## src/rtl/seg_xlate_pkg.sv

```systemverilog
package seg_xlate_pkg;
  localparam int LA_W     = 16;
  localparam int PG_W     = 8;
  localparam int SEG_W    = 6;
  localparam int NUM_PG   = 4;
  localparam int IDX_W    = $clog2(NUM_PG);
  localparam int OFF_W    = LA_W - IDX_W;
  localparam int PA_W     = SEG_W + LA_W;
  localparam int RF_AW    = 8;
  localparam int RF_DW    = 8;
  localparam int RFP_W    = 6;
  localparam logic [RFP_W-1:0] DED_PAGE = 6'd21;
  localparam logic [RF_AW-1:0] BASE_REG = 8'd240;
  localparam logic [RF_AW-1:0] CTL_REG  = BASE_REG + 8'(NUM_PG);
  localparam logic [RF_AW-1:0] CSR_REG  = CTL_REG + 8'd1;
  localparam logic [RF_AW-1:0] ISR_REG  = CTL_REG + 8'd2;
  localparam logic [RF_AW-1:0] DSR_REG  = CTL_REG + 8'd3;

  typedef enum logic [1:0] {
    ACC_CODE = 2'd0,
    ACC_DATA = 2'd1,
    ACC_INTR = 2'd2,
    ACC_DMA  = 2'd3
  } acc_kind_e;
endpackage

```

## src/rtl/seg_xlate_regs.sv

```systemverilog
module seg_xlate_regs
  import seg_xlate_pkg::*;
(
  input  logic                        clk_i,
  input  logic                        rst_ni,
  input  logic                        we_i,
  input  logic [RFP_W-1:0]            page_i,
  input  logic [RF_AW-1:0]            addr_i,
  input  logic [RF_DW-1:0]            wdata_i,
  output logic [RF_DW-1:0]            rdata_o,
  output logic                        hit_o,
  output logic [NUM_PG-1:0][PG_W-1:0] dpr_o,
  output logic [SEG_W-1:0]            csr_o,
  output logic [SEG_W-1:0]            isr_o,
  output logic [SEG_W-1:0]            dsr_o,
  output logic                        alt_o,
  output logic                        remap_o
);
  logic             in_ded;
  logic [RF_AW-1:0] off;
  logic             dpr_hit, ctl_hit, csr_hit, isr_hit, dsr_hit;
  logic [IDX_W-1:0] idx;

  assign in_ded  = (page_i == DED_PAGE);
  assign off     = addr_i - BASE_REG;
  assign idx     = off[IDX_W-1:0];
  // page registers: dedicated page, or any page once remapped
  assign dpr_hit = (off < RF_AW'(NUM_PG)) && (in_ded || remap_o);
  assign ctl_hit = in_ded && (addr_i == CTL_REG);
  assign csr_hit = in_ded && (addr_i == CSR_REG);
  assign isr_hit = in_ded && (addr_i == ISR_REG);
  assign dsr_hit = in_ded && (addr_i == DSR_REG);
  assign hit_o   = dpr_hit | ctl_hit | csr_hit | isr_hit | dsr_hit;

  for (genvar g = 0; g < NUM_PG; g++) begin : g_dpr
    always_ff @(posedge clk_i or negedge rst_ni) begin
      if (!rst_ni) dpr_o[g] <= '0;
      else if (we_i && dpr_hit && (idx == IDX_W'(g))) dpr_o[g] <= wdata_i[PG_W-1:0];
    end
  end

  always_ff @(posedge clk_i or negedge rst_ni) begin
    if (!rst_ni) begin
      csr_o   <= '0;
      isr_o   <= '0;
      dsr_o   <= '0;
      alt_o   <= 1'b0;
      remap_o <= 1'b0;
    end else if (we_i) begin
      if (csr_hit) csr_o <= wdata_i[SEG_W-1:0];
      if (isr_hit) isr_o <= wdata_i[SEG_W-1:0];
      if (dsr_hit) dsr_o <= wdata_i[SEG_W-1:0];
      if (ctl_hit) begin
        alt_o   <= wdata_i[0];
        remap_o <= wdata_i[1];
      end
    end
  end

  always_comb begin
    rdata_o = '0;
    if (dpr_hit)      rdata_o = RF_DW'(dpr_o[idx]);
    else if (ctl_hit) rdata_o = RF_DW'({remap_o, alt_o});
    else if (csr_hit) rdata_o = RF_DW'(csr_o);
    else if (isr_hit) rdata_o = RF_DW'(isr_o);
    else if (dsr_hit) rdata_o = RF_DW'(dsr_o);
  end
endmodule

```

## src/rtl/seg_xlate_map.sv

```systemverilog
module seg_xlate_map
  import seg_xlate_pkg::*;
(
  input  logic [LA_W-1:0]             la_i,
  input  acc_kind_e                   kind_i,
  input  logic [NUM_PG-1:0][PG_W-1:0] dpr_i,
  input  logic [SEG_W-1:0]            csr_i,
  input  logic [SEG_W-1:0]            isr_i,
  input  logic [SEG_W-1:0]            dsr_i,
  input  logic                        alt_i,
  output logic [PA_W-1:0]             pa_o
);
  logic [SEG_W-1:0] seg;
  logic [IDX_W-1:0] pg_sel;

  assign pg_sel = la_i[LA_W-1:OFF_W];

  always_comb begin
    unique case (kind_i)
      ACC_INTR: seg = alt_i ? csr_i : isr_i;
      ACC_DMA:  seg = alt_i ? isr_i : dsr_i;
      default:  seg = csr_i;
    endcase
    if (kind_i == ACC_DATA) pa_o = {dpr_i[pg_sel], la_i[OFF_W-1:0]};
    else                    pa_o = {seg, la_i};
  end
endmodule

```

## src/rtl/seg_xlate_top.sv

```systemverilog
module seg_xlate_top
  import seg_xlate_pkg::*;
(
  input  logic              clk_i,
  input  logic              rst_ni,
  input  logic [LA_W-1:0]   la_i,
  input  logic [1:0]        acc_kind_i,
  input  logic              rf_we_i,
  input  logic [RFP_W-1:0]  rf_page_i,
  input  logic [RF_AW-1:0]  rf_addr_i,
  input  logic [RF_DW-1:0]  rf_wdata_i,
  output logic [RF_DW-1:0]  rf_rdata_o,
  output logic              rf_hit_o,
  output logic [PA_W-1:0]   pa_o
);
  logic [NUM_PG-1:0][PG_W-1:0] dpr_w;
  logic [SEG_W-1:0]            csr_w, isr_w, dsr_w;
  logic                        alt_w, remap_w;

  seg_xlate_regs u_regs (
    .clk_i   (clk_i),
    .rst_ni  (rst_ni),
    .we_i    (rf_we_i),
    .page_i  (rf_page_i),
    .addr_i  (rf_addr_i),
    .wdata_i (rf_wdata_i),
    .rdata_o (rf_rdata_o),
    .hit_o   (rf_hit_o),
    .dpr_o   (dpr_w),
    .csr_o   (csr_w),
    .isr_o   (isr_w),
    .dsr_o   (dsr_w),
    .alt_o   (alt_w),
    .remap_o (remap_w)
  );

  seg_xlate_map u_map (
    .la_i   (la_i),
    .kind_i (acc_kind_e'(acc_kind_i)),
    .dpr_i  (dpr_w),
    .csr_i  (csr_w),
    .isr_i  (isr_w),
    .dsr_i  (dsr_w),
    .alt_i  (alt_w),
    .pa_o   (pa_o)
  );
endmodule

```

## config.mk

```make
export PLATFORM = sky130hd
export DESIGN_NAME = seg_xlate_top
export DESIGN_NICKNAME = d
export VERILOG_FILES = /design/src/rtl/seg_xlate_pkg.sv /design/src/rtl/seg_xlate_regs.sv /design/src/rtl/seg_xlate_map.sv /design/src/rtl/seg_xlate_top.sv
export SDC_FILE = /design/constraint.sdc
export NUM_CORES = 1
export LEC_CHECK = 0
export ABC_AREA = 1
export CAP_MARGIN = 20
export CORE_MARGIN = 10
export CORE_UTILIZATION = 50
export DETAILED_ROUTE_END_ITERATION = 10
export DONT_BUFFER_PORTS = 1
export MAX_ROUTING_LAYER = met4
export PLACE_DENSITY = 0.7
export SLEW_MARGIN = 20
export SYNTH_ARGS = -nofsm -noshare
export SYNTH_HDL_FRONTEND = slang
export SYNTH_SLANG_ARGS = --single-unit
```

## constraint.sdc

```tcl
create_clock -name clk_i -period 1.2 [get_ports clk_i]
set_input_delay 0.18 -clock clk_i [delete_from_list [all_inputs] [get_ports clk_i]]
set_output_delay 0.18 -clock clk_i [all_outputs]
set_load 0.01 [all_outputs]
```

After elaboration in Yosys (flattened, before gate mapping)

Cells that the tools add are included.

Add/subtract/negate cells: 1
$lt $le $gt $ge: 3
Equality and inequality tests: 11
Muxes and demuxes: 13
Bitwise gates (word level): 4
Reductions and logical operators: 16

Operators by type and width:

| operator                                            | number |
|---|---|
| two-way mux 8 bit                                   | 6 |
| binary-select mux 8 bit (select 2 bit)              | 2 |
| equality test 8 bit, second input constant          | 4 |
| two-way mux 22 bit                                  | 1 |
| two-way mux 6 bit                                   | 3 |
| one-hot mux 6 bit (2 select lines)                  | 1 |
| logical AND 1 bit                                   | 10 |
| equality test 2 bit, second input constant          | 4 |
| < comparator 8 x 3 -> 1 bit, second input constant  | 1 |
| AND reduction 2 bit                                 | 4 |
| subtractor 8 bit, second input constant             | 1 |
| equality test 6 x 5 -> 1 bit, second input constant | 1 |
| < comparator 2 x 3 -> 1 bit, second input constant  | 2 |
| equality test 2 x 1 -> 1 bit, second input constant | 2 |
| OR 1 bit                                            | 4 |
| logical NOT 2 bit                                   | 1 |
| logical OR 1 bit                                    | 1 |

Register bits after elaboration: 52
Bits of input ports: 43

Logic depth before layout (Yosys ltp)

Gate-level depths: netlist (run 1).

Depth in word-level cells: 7
Gate-level depth with buffers: 9

Cells and area by module

A second synthesis (run 1) with hierarchy kept.

Cell total of the unflattened synthesis: 496
Area total of the unflattened synthesis: 3,437.0 um^2

Modules (own cells, without submodules):

| module         | instances | cells an instance | area an instance (um^2) | sequential area each (um^2) |
|---|---|---|---|---|
| seg_xlate_regs | 1         | 332               | 2,676.3                 | 1,301.2 |
| seg_xlate_map  | 1         | 164               | 760.7                   | 0.0 |

Worst setup path before layout (run 1)

OpenSTA, ideal clock, no wires.

Kind: reg2out
Start: register u_regs.alt_o
End: output port pa_o[18]
Arrival: 1.177 ns
Data required time: 1.020 ns
Setup slack: -0.157 ns
Cell stages (with the launch flop): 7
Buffers on the path: 2
Path through: dfrtp_1 clkbuf_1 clkbuf_1 nor2_1 o22ai_1 o21ai_0 nand2_1

Word-level cells in the longest chain between the ends: 3
Elaborated cells on any way between the ends: 4
Those cells by class: 4 x mux

Ends and longest elaborated chain:

| element                                     | line                                     | RTL |
|---|---|---|
| start, declared                             | seg_xlate_regs.sv:16                     | `output logic alt_o,` |
| start signal, assigned                      | seg_xlate_regs.sv:54                     | `alt_o <= wdata_i[0];` |
| two-way mux 6 bit, on equally long branches | seg_xlate_map.sv:21, seg_xlate_map.sv:20 |  |
| one-hot mux 6 bit (2 select lines) *        | seg_xlate_map.sv:19                      | `unique case (kind_i)` |
| two-way mux 22 bit *                        | seg_xlate_map.sv:24                      | `if (kind_i == ACC_DATA) pa_o = {dpr_i[pg_sel], la_i[OFF_W-1:0]};` |
| end, declared                               | seg_xlate_top.sv:14                      | `output logic [PA_W-1:0] pa_o` |

Mark *: on every way between the ends. The rest lies on a longest branch, timed or not.

Worst setup path after layout (run 1)

Start: register u_regs.alt_o
End: output port pa_o[19]

The elaborated chain is that of the path after synthesis.

==> results of run 1 <==
## worst reg2reg max path, stage by stage (launching register included)
cell and delay [ns]:
dfrtp_1 0.37, inv_2 0.04, nand2_2 0.09, nand2_4 0.09, buf_6 0.13, nor2_4 0.15, buf_12 0.17, clkbuf_16 0.16
nand3_2 0.06, nand2_2 0.07
## cell families after synthesis
family | Yosys count | share of synthesized area [%]
DFF | 52 | 39.3
and+or+nand+nor | 264 | 34.0
buffers and inverters | 70 | 10.3
AOI/OAI and AO/OA | 87 | 16.3
## final cells by class
class / instances / area [sq um] / share of cell area, %
Timing Repair Buffer: 69 / 702 / 16.0
Sequential cell: 52 / 1300 / 29.6
Clock inverter: 2 / 10.0 / 0.227
Clock buffer: 6 / 82.6 / 1.88
Multi-Input combinational cell: 351 / 2050 / 46.5
Inverter: 41 / 159 / 3.61
Tap cell: 77 / 96.3 / 2.19
## power breakdown
group          switching (mW)  total [mW]  leakage, nW  internal [mW]
Clock                   0.599        1.06       0.0510          0.462
Combinational           0.222       0.373         1.41          0.151
Sequential            0.00301        1.76        0.725           1.75
## cell usage in the layout (no fill, tap or decap), types with 6 or more instances in the layout
cell type	n
nand2_2	19
a21oi_1	9
nor2_4	8
a22oi_1	8
buf_4	40
nand3_1	30
clkbuf_8	6
nor2_1	28
inv_1	32
dlygate4sd3_1	10
o21ai_0	19
nand3_2	15
nand2_1	138
buf_12	6
dfrtp_1	51
o21ai_1	9
o21ai_2	24
o22ai_1	7
inv_2	6
buf_6	9
## worst min path at each step
stage                                         to  startpoint  cells after the start  slack [ns]
detailed placement  u_regs.dpr_o[15]$_DFFE_PN0P_      rst_ni                      0       -0.11
CTS                  u_regs.dpr_o[1]$_DFFE_PN0P_      rst_ni                      0       -0.45
floorplan               u_regs.alt_o$_DFFE_PN0P_      rst_ni                      0       -0.12
global placement     u_regs.dpr_o[7]$_DFFE_PN0P_      rst_ni                      0       -0.11
global route        u_regs.dpr_o[15]$_DFFE_PN0P_      rst_ni                      0       -0.47
finish              u_regs.dpr_o[15]$_DFFE_PN0P_      rst_ni                      0       -0.45
## registers in the layout, indices dropped and copies added, names as in the netlist
register / flops
u_regs.alt_o: 1
u_regs.isr_o: 6
u_regs.remap_o: 1
u_regs.dsr_o: 6
u_regs.csr_o: 6
u_regs.dpr_o: 32
## what timing repair did
action,4_1_cts,5_1_grt
pin swaps,22,23
setup buffers,7,2
endpoints found under the setup margin,25,50
gates cloned,0,2
resized for setup,50,59
hold buffers,6,4
hold endpoints to repair,60,58
## layer usage
layer / up-vias / routed length (um) / track usage, %
li1: 1633 / - / -
met1: 1678 / 4260 / 24.9
met2: 138 / 5390 / 33.4
met3: 32 / 786 / 3.74
met4: 0 / 308 / 7.61
met5: - / 0 / -
## through the flow
step | std cells | hold slack, ns | util [%]
floorplan | 473 | -0.116 | -
global placement | 571 | -0.113 | 58.2
detailed placement | 571 | -0.114 | 58.2
CTS | 592 | -0.453 | 63.8
global route | 598 | -0.468 | 68.9
finish | 598 | -0.451 | 68.9
==> results.cfg, run 1 <==
[routing]
drt_first_pass_iters = 5
initialDrtViolationCount = 251
vias = 3481
wirelength_mm = 10.8
wl_per_cell_um = 18.0
ant_nets = 0
viasPerCell = 5.82
route.detailed.drc = 0

[synthesis]
yosysTopAreaCellShare_pct = 39.3
syn_avg_cell_area_sq_um = 6.99
synth_largest_area_cell = dfrtp_1
yosys-top-cells-area = dfrtp_1 (39%), nand2_1 (18%), nand3_1 (7.3%)
synth.most_common_cell = nand2_1
synth_commonest_cells = nand2_1 (162), dfrtp_1 (52), nand3_1 (48), inv_1 (39)
synth_seq_cells = 52
synth-edff-count = 0
synth_cells = 473
yosysWarningCount = 0
yosysSeqAreaShare_pct = 39.3
syn_area_sq_um = 3310
yosys.cell_types.count = 27
synthFlopType = dfrtp_1
synthesis.nets = 516
async_flop_share_pct = 100

[clock_tree]
clkSlewWorstSetupHoldPaths_ns = 0.10
clock-sinks = 52
cts_tree = yes
clk_latency_ns = 0.31
cts_inserted_buffers = 5
clock_path_buffers = 2
h-tree-depth = 2
root_buffer = clkbuf_8

[setup_path]
worst_path_max_delay_cell = dfrtp_2
cp.depth = 6
end_kind = primary output
cp-endpoint = pa_o[19]
start_kind = flip-flop
rrSetupSlack_ns = -0.19
reg2regPathDepth = 9
critical_path_arrival_ns = 1.48
crit_path_start = u_regs.alt_o$_DFFE_PN0P_
critPathKind = reg2out
path_buf_inv = 2
crit_family = flip-flops
worst-path-max-fanout = 8
rr_endpoint = u_regs.dpr_o[18]$_DFFE_PN0P_
crit_chain = inv_4, o21ai_2, o22ai_2, nor3_2, nor2_1, buf_4
timing.rr.start = u_regs.remap_o$_DFFE_PN0P_
required_ns = 1.02
critPathMaxStageDelay_ns = 0.45

[sta]
worst_clock_skew_ns = 0.0101
worstMarginPinSlew_ns = 0.338
period_needed_ns = 1.66
rsz0062_at_grt = yes
max_freq_ghz = 0.601
drv_slew = 0
finalHoldViolCount = 55
relSlewSlack_pct = 77.3
setup_viol = 49
fin_crit_sh_pct = 139
finalSetupTns_ns = -10.00
whs_ns = -0.451
setup_slack_ns = -0.464

[status]
violations = hold timing, setup timing
status = finished, violations left

[final_layout]
drive_gt1_share_pct = 32.6
nNetsFinal = 563
stdcell_area_sq_um = 4400
nFillCells = 515
areaGrowthSynthToFinish_pct = 33.0
num_antenna_cells = 0

[floorplan]
die_x_um = 101
core_sq_um = 6390
dieArea_sq_um = 10300
io_pins = 74
die_h_um = 101
fp-row-count = 29
start_util_pct = 51.8

[global_route]
grt_max_degree = 53
grtUsageTotal_pct = 20.6
antenna_found_initial = 0
grt_overflow = 0
grt_first_pass_wirelength_mm = 16.4
first_global_vias = 3279

[place]
placed_area_sq_um = 3720
numPortBuffers = 0
dp_hpwl_mm = 7.36
gp_congestion = 0.915
preCtsSetupSlack_ns = -0.170

[power_and_ir_drop]
max-vdd-ir-drop_uv = 839
power.density_nw_per_um2 = 725
p_leak_nw = 2.18
fin_total_pwr_mw = 3.19

[run]
maxCapViolations = 0

[min_path]
hold_path_class = in2async
Power figures use the tool's default switching activity.
==> run 2: changes to the inputs <==
--- a/config.mk
+++ b/config.mk
@@ -12,7 +12,7 @@
 export DETAILED_ROUTE_END_ITERATION = 10
 export DONT_BUFFER_PORTS = 1
 export MAX_ROUTING_LAYER = met4
-export PLACE_DENSITY = 0.7
+export PLACE_DENSITY = 0.67
 export SLEW_MARGIN = 20
 export SYNTH_ARGS = -nofsm -noshare
 export SYNTH_HDL_FRONTEND = slang
==> constraint.sdc (replaced) <==
create_clock -name clk_i -period 1.6 [get_ports clk_i]
set_input_delay 0.24 -clock clk_i [delete_from_list [all_inputs] [get_ports clk_i]]
set_output_delay 0.24 -clock clk_i [all_outputs]
set_load 0.01 [all_outputs]
==> run 2 against run 1 <==
Against the previous run: the run ends with setup timing left; clock-buffer cell count unchanged; critical path depth decreased by 1; sequential power decreased by 25%; utilization decreased by 11 points; final cell count decreased by 6.4%; clock skew decreased by 0.0053 ns; register-to-register slack improved by 0.31 ns; design area decreased by 16%; non-clock buffer count decreased by 38; critical endpoint unchanged.
==> results.cfg, run 2 (synthesis gave the netlist of run 1 again) <==
[status]
status = finished, violations left
violations = setup timing

[final_layout]
largest-register = u_regs.dpr_o
nNetsFinal = 525
seqCellArea_sq_um = 1300
multiInputGateArea_sq_um = 1770
num_antenna_cells = 0
layout_common_cells = nand2_1 (157), dfrtp_1 (51), nand3_1 (46)
largest_register_ff_count = 32
layout_commonest_cell = nand2_1
nFillCells = 617
stdcell_area_sq_um = 3720
areaGrowthSynthToFinish_pct = 12.4
drive_gt1_share_pct = 20.9

[sta]
fin_crit_sh_pct = 104
drv_slew = 0
worstMarginPinSlew_ns = 0.393
finalHoldViolCount = 0
max_freq_ghz = 0.602
setup_slack_ns = -0.0604
finalSetupTns_ns = -0.186
relSlewSlack_pct = 73.7
period_needed_ns = 1.66
rsz0062_at_grt = yes
worst_clock_skew_ns = 0.00481
setup_viol = 5

[setup_path]
critical_path_arrival_ns = 1.42
required_ns = 1.36
end_kind = primary output
worst-path-max-fanout = 7
start_kind = flip-flop
critPathKind = reg2out

[routing]
viasPerCell = 5.76
route.detailed.drc = 0
wirelength_mm = 9.86
initialDrtViolationCount = 249
wl_per_cell_um = 17.6
vias = 3228
drt_first_pass_iters = 5
ant_nets = 0

[power_and_ir_drop]
max-vdd-ir-drop_uv = 527
switchingPower_mw = 0.613
internal_power_mw = 1.74
fin_total_pwr_mw = 2.36
power.density_nw_per_um2 = 634
p_clk_share_pct = 33.7
p_leak_nw = 1.87
combPwrFrac_pct = 10.4
pwr-share-seq_pct = 55.9
swShare_pct = 26.0

[place]
dp_hpwl_mm = 7.13
numPortBuffers = 0
gp_congestion = 0.884
placed_area_sq_um = 3410

[min_path]
hold_path_class = in2reg

[clock_tree]
cts_inserted_buffers = 5
cts_tree = yes
root_buffer = clkbuf_8
clock_path_buffers = 2
h-tree-depth = 2
clkSlewWorstSetupHoldPaths_ns = 0.10
clk_latency_ns = 0.31
clock-sinks = 52

[global_route]
grt_first_pass_wirelength_mm = 15.7
antenna_found_initial = 0
first_global_vias = 2961
grt_overflow = 0
grt_max_degree = 53
grtUsageTotal_pct = 19.7

[floorplan]
io_pins = 74
dieArea_sq_um = 10300
fp-row-count = 29
core_sq_um = 6390
start_util_pct = 51.8
die_h_um = 101
die_x_um = 101

[run]
maxCapViolations = 0
[run 2: cell count changes in the layout (fill, tap and decap cells not counted), moves of 9 or more]
cell and change:
nand2_1 +19, buf_4 -18, nand3_1 +16, nand3_2 -12, nand2_2 -11, dlygate4sd3_1 -9
[run 2: routing by layer]
layer	routed length [um]	global-route usage, %	up-vias
li1	-	-	1548
met5	0	-	-
met3	713	4.42	20
met4	204	7.50	0
met2	4630	29.5	118
met1	4310	25.4	1542
[run 2: timing repair]
action / 4_1_cts / 5_1_grt
endpoints found under the hold margin: 52 / 0
pin swaps: 18 / 7
hold buffers: 2 / 0
resized for setup: 37 / 20
buffers inserted: 2 / 2
endpoints found under the setup margin: 13 / 27
gates cloned: 1 / 0
[run 2: layout make-up]
cell class | count | share of cell area [%]
repair buffers | 31 | 8.04
multi-input cells | 351 | 47.7
inverters | 41 | 4.14
flip-flops and latches | 52 | 35.0
clock inverters | 2 | 0.269
clock buffers | 6 | 2.22
well taps | 77 | 2.59
[run 2: per-stage QoR]
stage	std cells	hold WS (ns)	worst slack [ns]	util, %
after floorplan	473	-0.0556	0.183	-
after global placement	545	-0.0534	0.0564	53.4
after detailed placement	545	-0.0536	0.0123	53.4
after CTS	558	0.0493	-0.0717	56.9
after global routing	560	0.0497	-0.122	58.2
final	560	0.0552	-0.0604	58.2
[run 2: path summary, 6_finish.rpt]
path | start | to | slack (ns) | depth (start not counted)
max in group asynchronous | rst_ni | u_regs.alt_o$_DFFE_PN0P_ | 0.92 | 2
min in group asynchronous | rst_ni | u_regs.dpr_o[6]$_DFFE_PN0P_ | 0.44 | 2
hold reg to reg | u_regs.dpr_o[24]$_DFFE_PN0P_ | u_regs.dpr_o[24]$_DFFE_PN0P_ | 0.48 | 2
hold / removal | rf_wdata_i[7] | u_regs.dpr_o[15]$_DFFE_PN0P_ | 0.06 | 2
setup / recovery | u_regs.alt_o$_DFFE_PN0P_ | pa_o[19] | -0.06 | 5
setup reg to reg | u_regs.remap_o$_DFFE_PN0P_ | u_regs.dpr_o[9]$_DFFE_PN0P_ | 0.12 | 8
[run 2: critical path, stage by stage (launching register included)]
cell and delay [ns]:
dfrtp_2 0.45, buf_6 0.17, o21ai_1 0.07, a21oi_1 0.16, nor3_2 0.07, nor2_2 0.18
[run 2: power by group through the flow]
stage                     registers, mW  logic [mW]  clock network (mW)
after floorplan                    1.34       0.163                   0
after global placement             1.34       0.191                   0
after detailed placement           1.34       0.192                   0
after CTS                          1.32       0.239               0.812
after global routing               1.32       0.272               0.857
final                              1.32       0.245               0.794
